<file path="config.mk">
export PLATFORM = sky130hd
export DESIGN_NAME = trc_nibble_serializer
export DESIGN_NICKNAME = d
export VERILOG_FILES = /design/src/rtl/trc_pkg.sv /design/src/rtl/trc_filter.sv /design/src/rtl/trc_fifo.sv /design/src/rtl/trc_shifter.sv /design/src/rtl/trc_nibble_serializer.sv
export SDC_FILE = /design/constraint.sdc
export NUM_CORES = 1
export LEC_CHECK = 0
export BUFFER_PORTS_ARGS = -buffer_cell sky130_fd_sc_hd__buf_2
export CAP_MARGIN = 20
export CORE_MARGIN = 2
export CORE_UTILIZATION = 54
export DETAILED_ROUTE_END_ITERATION = 7
export MAX_ROUTING_LAYER = met4
export PLACE_DENSITY_LB_ADDON = 0.25
export SKIP_LAST_GASP = 1
export SLEW_MARGIN = 20
export SYNTH_ARGS = -nofsm -noshare
export SYNTH_HDL_FRONTEND = slang
export SYNTH_SLANG_ARGS = --single-unit
export TNS_END_PERCENT = 100
</file>
<file path="constraint.sdc">
create_clock -name clk -period 2.9 [get_ports clk]
set_input_delay 0.58 -clock clk [delete_from_list [all_inputs] [get_ports clk]]
set_output_delay 0.58 -clock clk [all_outputs]
set_load 0.01 [all_outputs]
</file>
<file path="src/rtl/trc_pkg.sv">
package trc_pkg;

    localparam int DW   = 32;   // record payload width
    localparam int NW   = 4;    // nibble width on the trace bus
    localparam int CNTW = 4;    // nibble counter width, holds DW/NW

    typedef struct packed {
        logic [DW-1:0]   data;
        logic [CNTW-1:0] nnib;
    } trc_rec_t;

    // Nibbles carried by an operand access of a given size code.
    function automatic logic [CNTW-1:0] op_nibbles(input logic [1:0] sz);
        logic [CNTW-1:0] n;
        case (sz)
            2'b00:   n = CNTW'(2);
            2'b01:   n = CNTW'(4);
            default: n = CNTW'(DW / NW);
        endcase
        return n;
    endfunction

    // Nibbles carried by a branch target for a given length code.
    function automatic logic [CNTW-1:0] br_nibbles(input logic [1:0] tb);
        logic [CNTW-1:0] n;
        case (tb)
            2'b01:   n = CNTW'(4);
            2'b10:   n = CNTW'(6);
            2'b11:   n = CNTW'(DW / NW);
            default: n = '0;
        endcase
        return n;
    endfunction

endpackage

</file>
<file path="src/rtl/trc_filter.sv">
module trc_filter
    import trc_pkg::*;
(
    input  logic          [1:0]  cap_mode,
    input  logic          [1:0]  tgt_bytes,
    input  logic                 acc_valid,
    input  logic                 acc_write,
    input  logic          [1:0]  acc_size,
    input  logic [DW-1:0]        acc_data,
    input  logic                 br_valid,
    input  logic [DW-1:0]        br_target,
    output logic                 op_v,
    output trc_rec_t             op_rec,
    output logic                 br_v,
    output trc_rec_t             br_rec
);

    // cap_mode bit 0 admits writes, bit 1 admits reads
    always_comb begin
        op_v        = acc_valid && (acc_write ? cap_mode[0] : cap_mode[1]);
        op_rec.data = acc_data;
        op_rec.nnib = op_nibbles(acc_size);
        br_v        = br_valid && (tgt_bytes != 2'b00);
        br_rec.data = br_target;
        br_rec.nnib = br_nibbles(tgt_bytes);
    end

endmodule

</file>
<file path="src/rtl/trc_fifo.sv">
module trc_fifo
    import trc_pkg::*;
#(
    parameter  int DEPTH = 4,               // power of two
    localparam int PW    = $clog2(DEPTH),
    localparam int CW    = $clog2(DEPTH + 1)
) (
    input  logic          clk,
    input  logic          rst_n,
    input  logic          in0_v,
    input  trc_rec_t      in0,
    input  logic          in1_v,
    input  trc_rec_t      in1,
    input  logic          pop,
    output trc_rec_t      head,
    output logic          empty,
    output logic [CW-1:0] count,
    output logic          drop
);

    localparam logic [CW:0] DEPTH_W = (CW + 1)'(DEPTH);

    trc_rec_t        mem [DEPTH];
    logic [PW-1:0]   wp, rp;
    logic            a0, a1;

    // Room is judged on the registered count; a same-cycle pop gives no credit.
    always_comb begin
        a0    = in0_v && ({1'b0, count} < DEPTH_W);
        a1    = in1_v && (({1'b0, count} + (CW + 1)'(a0)) < DEPTH_W);
        drop  = (in0_v && !a0) || (in1_v && !a1);
        empty = (count == '0);
        head  = mem[rp];
    end

    always_ff @(posedge clk) begin
        if (a0)
            mem[wp] <= in0;
        if (a1)
            mem[a0 ? wp + PW'(1) : wp] <= in1;
    end

    always_ff @(posedge clk or negedge rst_n) begin
        if (!rst_n) begin
            wp    <= '0;
            rp    <= '0;
            count <= '0;
        end else begin
            wp    <= wp + PW'(a0) + PW'(a1);
            rp    <= rp + PW'(pop);
            count <= count + CW'(a0) + CW'(a1) - CW'(pop);
        end
    end

endmodule

</file>
<file path="src/rtl/trc_shifter.sv">
module trc_shifter
    import trc_pkg::*;
(
    input  logic          clk,
    input  logic          rst_n,
    input  logic          avail,
    input  trc_rec_t      head,
    output logic          pop,
    output logic [NW-1:0] tdata,
    output logic          tvalid
);

    typedef enum logic {ST_IDLE, ST_SHIFT} st_e;

    st_e             state, nxt;
    logic [DW-1:0]   shreg;
    logic [CNTW-1:0] cnt;
    logic            last;

    // State register
    always_ff @(posedge clk or negedge rst_n) begin
        if (!rst_n)
            state <= ST_IDLE;
        else
            state <= nxt;
    end

    // Next state: LOAD, RELOAD, DRAIN
    always_comb begin
        last = (cnt == CNTW'(1));
        nxt  = state;
        pop  = 1'b0;
        unique case (state)
            ST_IDLE: begin
                if (avail) begin
                    pop = 1'b1;
                    nxt = ST_SHIFT;
                end
            end
            ST_SHIFT: begin
                if (last) begin
                    if (avail)
                        pop = 1'b1;
                    else
                        nxt = ST_IDLE;
                end
            end
        endcase
    end

    // Shift register and nibble counter
    always_ff @(posedge clk or negedge rst_n) begin
        if (!rst_n) begin
            shreg <= '0;
            cnt   <= '0;
        end else if (pop) begin
            shreg <= head.data;
            cnt   <= head.nnib;
        end else if (state == ST_SHIFT) begin
            shreg <= shreg >> NW;
            cnt   <= cnt - CNTW'(1);
        end
    end

    // Outputs
    always_comb begin
        tvalid = (state == ST_SHIFT);
        tdata  = tvalid ? shreg[NW-1:0] : '0;
    end

endmodule

</file>
<file path="src/rtl/trc_nibble_serializer.sv">
module trc_nibble_serializer
    import trc_pkg::*;
#(
    parameter  int DEPTH = 4,
    localparam int CW    = $clog2(DEPTH + 1)
) (
    input  logic        clk,
    input  logic        rst_n,
    input  logic [1:0]  cap_mode,
    input  logic [1:0]  tgt_bytes,
    input  logic        acc_valid,
    input  logic        acc_write,
    input  logic [1:0]  acc_size,
    input  logic [31:0] acc_data,
    input  logic        br_valid,
    input  logic [31:0] br_target,
    output logic [3:0]  tdata,
    output logic        tvalid,
    output logic        ovf
);

    logic          op_v, br_v, pop, empty, drop;
    trc_rec_t      op_rec, br_rec, head;
    logic [CW-1:0] fifo_count;

    trc_filter u_filter (
        .cap_mode  (cap_mode),
        .tgt_bytes (tgt_bytes),
        .acc_valid (acc_valid),
        .acc_write (acc_write),
        .acc_size  (acc_size),
        .acc_data  (acc_data),
        .br_valid  (br_valid),
        .br_target (br_target),
        .op_v      (op_v),
        .op_rec    (op_rec),
        .br_v      (br_v),
        .br_rec    (br_rec)
    );

    // Operand record takes the first slot when both arrive together
    trc_fifo #(.DEPTH(DEPTH)) u_fifo (
        .clk   (clk),
        .rst_n (rst_n),
        .in0_v (op_v),
        .in0   (op_rec),
        .in1_v (br_v),
        .in1   (br_rec),
        .pop   (pop),
        .head  (head),
        .empty (empty),
        .count (fifo_count),
        .drop  (drop)
    );

    trc_shifter u_shifter (
        .clk    (clk),
        .rst_n  (rst_n),
        .avail  (!empty),
        .head   (head),
        .pop    (pop),
        .tdata  (tdata),
        .tvalid (tvalid)
    );

    always_ff @(posedge clk or negedge rst_n) begin
        if (!rst_n)
            ovf <= 1'b0;
        else if (drop)
            ovf <= 1'b1;
    end

endmodule

</file>
==> results summary <==
The fraction of layout instances using a drive strength above 1 is 46.85%. The count of placed standard cells including taps came out at 871. The setup slack on the worst flop-to-flop path is 0.18 ns. The largest driver fanout on the critical path came out at 13. The number of placement rows is 47.

The relative max-transition margin came out at 48.20%. The via count came out at 5,161. The number of antenna diodes in the final layout is 0. No sink is reached through more buffers than the 2 on the longest clock path. The biggest cell delay along the critical path came out at 0.43 ns. The total setup violations reported at the end of the flow is 0. The HPWL after detailed placement is 12,740 microns. The number of gates resized after CTS is 0. Subtracting the final worst setup slack from the clock period gives 2.718 ns.

In this run, synthesis produced a sequential element count of 185. The post-CTS clock slew at the launch and capture registers of the worst setup and hold paths is 0.07 ns. The number of H-tree levels came out at 4. The top cell type's share of synthesized area came out at 45.82%. The final number of hold-violating endpoints came out at 0.

The count of TritonRoute iterations in the first routing pass is 4. The y dimension of the die came out at 134.4 microns. The data arrival time of the critical path is 2.90 ns. The number of antenna violations at the first check in global routing was 0. The timing-limited maximum frequency is 0.3679 GHz. The core utilization of the finished layout is 63.93%. For this design the ratio of total power to cell area is 830.1 nW/um^2. Summing all multi-input logic gate instances after layout gives 3605 sq um. Buffers inserted to repair hold after CTS numbered 0.

The core outline area came out at 16,580 sq um. Clock tree synthesis selected as its root buffer the cell sky130_fd_sc_hd__clkbuf_16. The total congestion overflow after global routing is 0. The post-detailed-placement cell area came out at 10,060 sq um. The via count of the first global-routing pass came out at 5,706.

The count of flip-flops with a built-in enable after synthesis came out at 140. The cell type contributing the most total cell area after synthesis is sky130_fd_sc_hd__edfxtp_1. The number of max-slew violations in the final report came out at 0. After synthesis, the cell types taking the most area are sky130_fd_sc_hd__edfxtp_1, sky130_fd_sc_hd__mux2_2, sky130_fd_sc_hd__dfrtp_1. The slowest stage of the critical path belongs to the cell sky130_fd_sc_hd__dfrtp_1. The top-level port count is 81. The post-layout instance count excluding filler cells came out at 903. The number of fill cells in the layout came out at 1,225. The later pin in the worst-skew pair is clocked with a latency of 0.43 ns. The worst vdd rail ir drop came out at 0.4900 mV. The signal on the critical path passes through inv_1 -> ha_1 -> nor4bb_1 -> nand4_1 -> a211oi_4 -> buf_4 -> mux2_2.

TritonCTS built the clock tree. The count of buffers inserted at the top-level ports came out at 80. The distinct cell type count after synthesis came out at 40. The min-delay analysis places its worst path in the category input pin to async pin. The leakage power is 3.839 nW.

The congestion estimate from routability-driven global placement came to 0.7866. The number of buffers inserted by post-CTS setup repair is 0. The cell count after synthesis came out at 573. The maximum number of pins on one net before global-route repair came out at 62. The combined flip-flop and latch cell area came out at 5331 sq um. The worst setup path category is register to register. The number of warnings reported in the yosys synthesis log came out at 0.

The floorplan die width is 134.4 microns. Sequential elements use 58.09% of the synthesized area. The tool flagged a number of max-cap violations equal to 0. The startpoint identified for the worst register-to-register timing path is u_fifo.wp[0]$_DFF_PN0_.

The routed wire length per instance came out at 20.88 microns. For the pin with the worst max-slew slack, the measured transition is 0.7770 ns. The most instantiated flip-flop cell in the synthesis netlist is sky130_fd_sc_hd__edfxtp_1. After routing the design area is 10,600 sq um. Of all flip-flops after synthesis, the portion carrying an async set or reset was 24.32%. The post-route total power came out at 8.800 mW. The required time of the critical path came out at 3.08 ns. The mapped netlist covers 9175 sq um. Setup repair after global routing left no endpoint under its margin. In this run, the number of DRC markers left after iteration 0 of detailed routing was 341.

Clock skew on the completed layout was measured at 0.008257 ns. The worst setup slack after placement came out at 0.05574 ns. The depth of the worst register-to-register path is 7. The worst-case setup margin in the final layout came out at 0.1821 ns. The capture point of the worst reg-to-reg path is u_fifo.mem[2][34]$_DFFE_PP_. The die covers 18,050 sq um. Global routing used 23.00% of the available tracks across all layers.

The DRC violation count after routing is 0. The average vias per placed instance is 5.715. In this run the remaining antenna-violating nets after routing total 0. The run finished with clean final reports. Once the floorplan was initialized, standard cells occupied 55.33% of the core. The worst setup path is launched from a register.

The area overhead of the layout relative to synthesis is 15.55%. The first-pass GRT wire length came out at 30,280 microns. The count of clock tree sinks came out at 185.

Buffers inserted during clock tree synthesis total 17. In the final design database the tool counted 760 nets. The portion of the clock cycle consumed by the worst path in the final layout came out at 93.72%. The aggregate routed wire length came out at 18,860 microns. The synthesized netlist net count is 663. The worst setup path is captured at a register. The post-synthesis area per instance is 16.01 sq um.
==> kinds of logic after synthesis <==
group | after synthesis | share of synthesized area, %
AO/OA/AOI/OAI | 54 | 3.982
XOR/XNOR | 4 | 0.3819
adder cells (fa/ha/maj) | 15 | 2.291
buffers and inverters | 47 | 2.877
flip-flops | 185 | 58.09
multiplexers | 206 | 29.21
AND/OR/NAND/NOR | 62 | 3.164
==> how the worst max path moves through the flow <==
| stage | from | to | slack (ns) | cells after the start |
|---|---|---|---|---|
| finish | u_fifo.wp[0]$_DFF_PN0_ | u_fifo.mem[2][34]$_DFFE_PP_ | 0.18 | 7 |
| global placement | tgt_bytes[0] | u_fifo.mem[3][13]$_DFFE_PP_ | 0.09 | 9 |
| floorplan | tgt_bytes[0] | u_fifo.mem[1][10]$_DFFE_PP_ | -0.01 | 7 |
| CTS | u_fifo.wp[0]$_DFF_PN0_ | u_fifo.mem[2][34]$_DFFE_PP_ | 0.15 | 7 |
| global route | u_fifo.wp[0]$_DFF_PN0_ | u_fifo.mem[0][22]$_DFFE_PP_ | 0.06 | 7 |
| detailed placement | tgt_bytes[0] | u_fifo.mem[2][34]$_DFFE_PP_ | 0.06 | 8 |
==> where the power goes <==
group	total [mW]	internal, mW	switching [mW]	leakage (nW)
combinational	2.75	1.44	1.31	1.72
sequential	3.92	3.56	0.364	1.85
clock	2.13	1.19	0.944	0.268
total	8.80	6.19	2.61	3.84
==> area by class of cell <==
| class | count | share of cell area (%) |
|---|---|---|
| Clock buffer | 25 | 4.685 |
| Clock inverter | 7 | 0.3777 |
| Inverter | 16 | 0.5665 |
| Multi-Input combinational cell | 341 | 34.00 |
| Sequential cell | 185 | 50.29 |
| Tap cell | 220 | 2.596 |
| Timing Repair Buffer | 109 | 7.483 |
==> layer usage <==
layer / global-route usage (%) / up-vias / share of wire (%)
li1: - / 2405 / -
met2: 38.46 / 101 / 52
met5: - / - / 0
met4: 7.427 / 0 / 1.6
met3: 4.006 / 25 / 3.0
met1: 28.78 / 2630 / 43
==> critical path, delay by kind of cell, from the launching register on <==
family	cells	cell delay [ns]
AOI/OAI and AO/OA	1	0.35
adders and majority gates	1	0.34
buffers and inverters	2	0.43
DFF	1	0.43
muxes	1	0.36
and+or+nand+nor	2	0.55
==> registers in the layout, summed over array words and instances (netlist names) <==
name,count
u_shifter.shreg,32
u_shifter.cnt,4
u_fifo.mem,140
u_fifo.count,3
u_fifo.wp,2
ovf,1
u_shifter.tvalid,1
u_fifo.rp,2
==> cells in the final DEF, fill, tap and decap left out, drive strengths merged <==
master	n
mux2	141
edfxtp	140
buf	109
dfrtp	45
nand2	35
mux4	35
o21ai	33
mux2i	30
clkbuf	25
inv	18
ha	12
nor2	5
clkinv	5
a21o	5
nor3	4
nor2b	4
and2	4
a22o	4
a22oi	4
nand2b	3
xnor2	3
fa	3
nand4	2
a2111o	2
a21oi	2
a211oi	2
or3b	1
nand3	1
nor4b	1
nor4bb	1
xor2	1
nor4	1
a211o	1
a31oi	1
==> cell usage after synthesis, drive strengths merged, types with 5 or more instances <==
library cell / count
clkbuf: 12
nand2: 35
buf: 19
o21ai: 33
nor2: 5
mux4: 35
mux2: 141
inv: 16
dfrtp: 45
a21o: 5
ha: 12
mux2i: 30
edfxtp: 140
==> through the flow <==
step	setup TNS (ns)	hold slack, ns
finish	0	0.2215
global route	0	0.2702
CTS	0	0.2259
detailed placement	0	0.4541
global placement	0	0.4502
floorplan	-0.8264	0.2844
(Power assumes the default switching activity.)
